**src/rtl/vcd_pkg.sv**
```systemverilog
package vcd_pkg;

  typedef enum logic [1:0] {
    PRE_DIV2  = 2'b00,
    PRE_DIV25 = 2'b01,
    PRE_DIV3  = 2'b10,
    PRE_OFF   = 2'b11
  } pre_code_e;

  localparam int unsigned PRE_CNT_W = 2;

  // Index of the input enable (counting from 0) that closes a prescaler period.
  function automatic logic [PRE_CNT_W-1:0] pre_last(input pre_code_e code, input logic long_ph);
    case (code)
      PRE_DIV2:  pre_last = 2'd1;
      PRE_DIV25: pre_last = long_ph ? 2'd2 : 2'd1;
      PRE_DIV3:  pre_last = 2'd2;
      default:   pre_last = 2'd0;
    endcase
  endfunction

endpackage

```
**src/rtl/vcd_src_sel.sv**
```systemverilog
module vcd_src_sel (
  input  logic ref_a_en,
  input  logic ref_b_en,
  input  logic ref_ext_en,
  input  logic sel_ab,
  input  logic sel_ext,
  output logic src_en
);
  logic pll_en;

  always_comb begin
    pll_en = sel_ab ? ref_b_en : ref_a_en;
    src_en = sel_ext ? ref_ext_en : pll_en;
  end
endmodule

```
**src/rtl/vcd_prescale.sv**
```systemverilog
module vcd_prescale
  import vcd_pkg::*;
(
  input  logic      clk,
  input  logic      rst_n,
  input  logic      clr,
  input  logic      in_en,
  input  pre_code_e code,
  output logic      out_en
);
  logic [PRE_CNT_W-1:0] cnt;
  logic                 long_ph;
  logic                 off;
  logic [PRE_CNT_W-1:0] last;
  logic                 hit;

  always_comb begin
    off    = (code == PRE_OFF);
    last   = pre_last(code, long_ph);
    hit    = in_en && !off && !clr && (cnt == last);
    out_en = hit;
  end

  always_ff @(posedge clk) begin
    if (!rst_n || clr || off) begin
      cnt     <= '0;
      long_ph <= 1'b0;
    end else if (in_en) begin
      if (hit) begin
        cnt     <= '0;
        long_ph <= (code == PRE_DIV25) ? ~long_ph : 1'b0;
      end else begin
        cnt <= cnt + 1'b1;
      end
    end
  end

  p_cnt_range_r4: assert property (@(posedge clk) disable iff (!rst_n)
    cnt <= 2'd2);

  p_off_hold_r5: assert property (@(posedge clk) disable iff (!rst_n)
    off |=> (cnt == '0 && !long_ph));

  p_alt_phase_r3: assert property (@(posedge clk) disable iff (!rst_n)
    (hit && code == PRE_DIV25) |=> (long_ph != $past(long_ph)));

  p_no_out_off_r5: assert property (@(posedge clk) disable iff (!rst_n)
    off |-> !out_en);
endmodule

```
**src/rtl/vcd_ndiv.sv**
```systemverilog
module vcd_ndiv #(
  parameter int unsigned NW = 8
) (
  input  logic          clk,
  input  logic          rst_n,
  input  logic          clr,
  input  logic          in_en,
  input  logic [NW-1:0] n_cfg,
  output logic          out_en
);
  localparam logic [NW-1:0] N_FLOOR = NW'(2);

  // Last count index of a period; ratios below the floor use the floor.
  function automatic logic [NW-1:0] n_last(input logic [NW-1:0] n);
    n_last = (n < N_FLOOR) ? (N_FLOOR - 1'b1) : (n - 1'b1);
  endfunction

  logic [NW-1:0] cnt;
  logic [NW-1:0] last;
  logic          hit;

  always_comb begin
    last   = n_last(n_cfg);
    hit    = in_en && !clr && (cnt == last);
    out_en = hit;
  end

  always_ff @(posedge clk) begin
    if (!rst_n || clr) begin
      cnt <= '0;
    end else if (in_en) begin
      cnt <= hit ? '0 : cnt + 1'b1;
    end
  end

  p_ncnt_range_r6: assert property (@(posedge clk) disable iff (!rst_n || clr)
    cnt <= last);

  p_nmin_gap_r7: assert property (@(posedge clk) disable iff (!rst_n)
    out_en |=> (cnt == '0));
endmodule

```
**src/rtl/vcd_chain.sv**
```systemverilog
module vcd_chain
  import vcd_pkg::*;
#(
  parameter int unsigned NW = 8
) (
  input  logic          clk,
  input  logic          rst_n,
  input  logic          ref_a_en,
  input  logic          ref_b_en,
  input  logic          ref_ext_en,
  input  logic          sel_ab,
  input  logic          sel_ext,
  input  logic [1:0]    pre_code,
  input  logic [NW-1:0] n_div,
  output logic          vclk_en
);
  localparam int unsigned CFG_W = NW + 4;

  logic [CFG_W-1:0] cfg_cur;
  logic [CFG_W-1:0] cfg_q;
  logic             cfg_chg;
  logic             src_en;
  logic             pre_en;
  logic             n_hit;
  pre_code_e        code;

  always_comb begin
    cfg_cur = {sel_ext, sel_ab, pre_code, n_div};
    cfg_chg = (cfg_cur != cfg_q);
    code    = pre_code_e'(pre_code);
  end

  always_ff @(posedge clk) begin
    if (!rst_n) begin
      cfg_q   <= '0;
      vclk_en <= 1'b0;
    end else begin
      cfg_q   <= cfg_cur;
      vclk_en <= n_hit;
    end
  end

  vcd_src_sel u_src (
    .ref_a_en  (ref_a_en),
    .ref_b_en  (ref_b_en),
    .ref_ext_en(ref_ext_en),
    .sel_ab    (sel_ab),
    .sel_ext   (sel_ext),
    .src_en    (src_en)
  );

  vcd_prescale u_pre (
    .clk   (clk),
    .rst_n (rst_n),
    .clr   (cfg_chg),
    .in_en (src_en),
    .code  (code),
    .out_en(pre_en)
  );

  vcd_ndiv #(.NW(NW)) u_ndiv (
    .clk   (clk),
    .rst_n (rst_n),
    .clr   (cfg_chg),
    .in_en (pre_en),
    .n_cfg (n_div),
    .out_en(n_hit)
  );

  p_single_pulse_r9: assert property (@(posedge clk) disable iff (!rst_n)
    vclk_en |=> !vclk_en);

  p_chg_quiet_r8: assert property (@(posedge clk) disable iff (!rst_n)
    cfg_chg |=> !vclk_en);

  p_src_cause_r1: assert property (@(posedge clk) disable iff (!rst_n)
    $rose(vclk_en) |-> $past(src_en));

  p_off_silent_r5: assert property (@(posedge clk) disable iff (!rst_n)
    (code == PRE_OFF) |=> !vclk_en);
endmodule

```
**config.mk**
```make
export PLATFORM = sky130hd
export DESIGN_NAME = vcd_chain
export DESIGN_NICKNAME = d
export VERILOG_FILES = /design/src/rtl/vcd_pkg.sv /design/src/rtl/vcd_src_sel.sv /design/src/rtl/vcd_prescale.sv /design/src/rtl/vcd_ndiv.sv /design/src/rtl/vcd_chain.sv
export SDC_FILE = /design/constraint.sdc
export NUM_CORES = 1
export LEC_CHECK = 0
export ABC_AREA = 1
export BUFFER_PORTS_ARGS = -buffer_cell sky130_fd_sc_hd__buf_2
export CORE_UTILIZATION = 38
export DETAILED_ROUTE_END_ITERATION = 12
export PLACE_DENSITY = 0.68
export REMOVE_ABC_BUFFERS = 1
export SLEW_MARGIN = 40
export SYNTH_ARGS = -nofsm -noshare
export SYNTH_HDL_FRONTEND = slang
export SYNTH_SLANG_ARGS = --single-unit
export TNS_END_PERCENT = 100
```
**constraint.sdc**
```tcl
create_clock -name clk -period 3.5 [get_ports clk]
set_clock_uncertainty 0.1 [all_clocks]
set_input_delay 0.525 -clock clk [delete_from_list [all_inputs] [get_ports clk]]
set_output_delay 0.525 -clock clk [all_outputs]
set_load 0.02 [all_outputs]
```
==> impl_metrics.csv <==
group,metric,value,unit
outcome,status,"complete, no violations",
worst_setup_path,start_kind,"input pin",
worst_setup_path,worstPathRequired,3580,ps
place,place_congestion,0.860,
global_route,grt_pass1_wl,5840,µm
clock_tree,tritoncts,"built",
synth,async_flop_share,0,%
clock_tree,h-tree-depth,1,
timing,max_slew_margin,79.2,%
synth,synth_seq_area_share,29.9,%
final_layout,fin_util,45.2,%
global_route,grt_util_met2,30.1,%
clock_tree,cts_sinks,24,
worst_setup_path,r2r_cells,11,
synth,synth.largest_area_cell,"dfxtp_1",
worst_setup_path,rr_startpoint,"cfg_q[9]",
detailed_routing,wl_per_cell,9.80,µm
final_layout,final_nets,311,
power_and_ir_drop,vdd_drop_max,0.150,mV
place,io_buffers,17,
synth,netlist_area,0.00161,mm²
global_route,grt-ovfl-total,0,
synth,ys_warn_count,0,
timing,rsz0062_at_grt,"no",
timing,setup_violations,0,
timing,fin_crit_sh,56.0,%
synth,synth_edf_count,0,
global_route,met3_usage,3.60,%
place,hpwl,2620,µm
worst_setup_path,cp.arrival,2040,ps
timing,hold_violations,0,
timing,timing.fmax,511,MHz
final_layout,fill_cells,431,
synth,synth-main-ff-cell,"dfxtp_1",
timing,period_needed,1960,ps
clock_tree,clkTransAtPathRegs,100,ps
clock_tree,cts-resized-gates,0,
worst_setup_path,r2r-end,"u_ndiv.cnt[4]",
worst_setup_path,reg2reg_slack,1770,ps
hold_path,hp-class,"in -> reg",
global_route,antenna_found_initial,0,
clock_tree,cts_hold_buf,0,
floorplanning,rows,23,
global_route,use_met1,21.1,%
synth,synth_top_area_share,29.9,%
timing,drv_slew,0,
synth,yosysMostFrequentCell,"nand2_1",
clock_tree,cts_buffers,3,
clock_tree,cts_root_buf,"clkbuf_8",
hold_path,holdPathEnd,"cfg_q[11]",
floorplanning,die_w,67.0,µm
floorplanning,initial_utilization,39.9,%
timing,final.setup.tns,0,ps
clock_tree,cts_buffer_depth,2,
detailed_routing,vias,1566,
power_and_ir_drop,cellPowerDensity,342,mW/mm²
final_layout,area_growth,13.4,%
synth,ys_ff_latch,24,
synth,synthTopCellsByArea,"dfxtp_1, nand2_1, inv_1",
synth,ys_types,23,
worst_setup_path,path_class,"in -> reg",
hold_path,hold_depth,3,
worst_setup_path,crit_path_end_kind,"register",
final_layout,n_antenna_cell,0,
worst_setup_path,worstPathMaxFanout,6,
floorplanning,ios,18,
detailed_routing,dr.first_iter.drc_count,54,
global_route,track_usage,17.3,%
clock_tree,cts_setup_buffers,0,
detailed_routing,remaining_drc_errors,0,
timing,worst_pin_slew,309,ps
power_and_ir_drop,p_leak,0.975,nW
global_route,grt_pass1_vias,1410,
job,maxCapViolations,0,
floorplanning,coreArea,0.00403,mm²
global_route,grt_max_degree,15,
detailed_routing,wirelength,3340,µm
clock_tree,clock_latency,280,ps
synth,synthCells,271,
global_route,busiest_layer,"met2",
final_layout,drive_gt1_share,11.0,%
detailed_routing,antenna_left,0,
detailed_routing,first_pass_iters,4,
hold_path,holdCritStartpoint,"sel_ext",
floorplanning,die_area,0.00450,mm²
synth,synth_area_per_cell,5.93,µm²
floorplanning,die_y,67.0,µm
synth,synth_commonest_cells,"nand2_1, inv_1, nor2_1",
detailed_routing,drt-vias-per-instance,4.59,
placed cells by master, fill, tap and decap left out, types with 3 or more instances in the layout:
cell type	count
dfxtp_1	24
nand3_1	23
clkbuf_8	3
o21ai_0	6
nor3_1	5
nand2_1	87
a21oi_1	5
nor2_1	35
buf_2	17
inv_1	51
nand4_1	5
xnor2_1	4
inv_2	3
xor2_1	8
registers in the layout, summed over array words and instances, names as in the netlist:
signal and count:
u_pre.cnt 2, vclk_en 1, cfg_q 12, u_pre.long_ph 1
u_ndiv.cnt 8
cell type report:
class	count	area [µm²]	area share, %
clock inverters	1	30.0	1.65
inverters	54	203	11.1
flip-flops and latches	24	480	26.4
clock buffers	3	41.3	2.26
multi-input cells	192	921	50.5
repair buffers	17	85.1	4.67
well taps	50	62.6	3.43
through the flow:
step                      hold WS (ps)  cells  setup slack [ps]  area [µm²]  total power, W
after CTS                          347    341              1560        1820        0.000631
after detailed placement           429    337              1250        1750        0.000377
after global routing               360    341              1310        1820        0.000657
after global placement             419    337              1310        1750        0.000376
final                              355    341              1540        1820        0.000624
after floorplan                    389    270              1590        1600        0.000349
power breakdown:
group          internal [W]  total [W]  switching (W)  leakage, nW
Combinational     0.0000330  0.0000875      0.0000545        0.743
Sequential         0.000280   0.000284     0.00000331        0.197
Clock              0.000153   0.000253       0.000100       0.0357
layer usage:
layer / vias to the layer above / wire, µm
met1: 683 / 1660
li1: 859 / -
met5: - / 0
met3: 4 / 85
met4: 0 / 36
met2: 20 / 1560
worst max-delay path, cell delays in order:
cell and delay (ps):
buf_2 130, inv_2 100, ha_1 260, nand2_1 70, nand2_1 80, nand2_1 70
o21ai_0 210, nand2_1 80, nor2_1 80, nand2_1 60, nor2_1 80, nand2_1 90
nand2_1 140, nor2_1 60
how the worst max path moves through the flow:
stage | start | to | slack, ps
3_3_place_gp | n_div[0] | u_ndiv.cnt[4] | 1310
2_1_floorplan | n_div[0] | u_ndiv.cnt[4] | 1590
3_5_place_dp | n_div[0] | u_ndiv.cnt[4] | 1250
6_report | n_div[0] | u_ndiv.cnt[4] | 1540
5_1_grt | n_div[0] | u_ndiv.cnt[5] | 1310
4_1_cts | n_div[0] | u_ndiv.cnt[4] | 1560
cells by family after synthesis:
group,count (synthesis),synth area share [%]
xor+xnor,12,6.54
flops,24,29.9
compound gates,15,5.06
simple gates,163,44.1
buf+inv,55,12.8
fa+ha+maj,2,1.56
(Power assumes the default switching activity.)
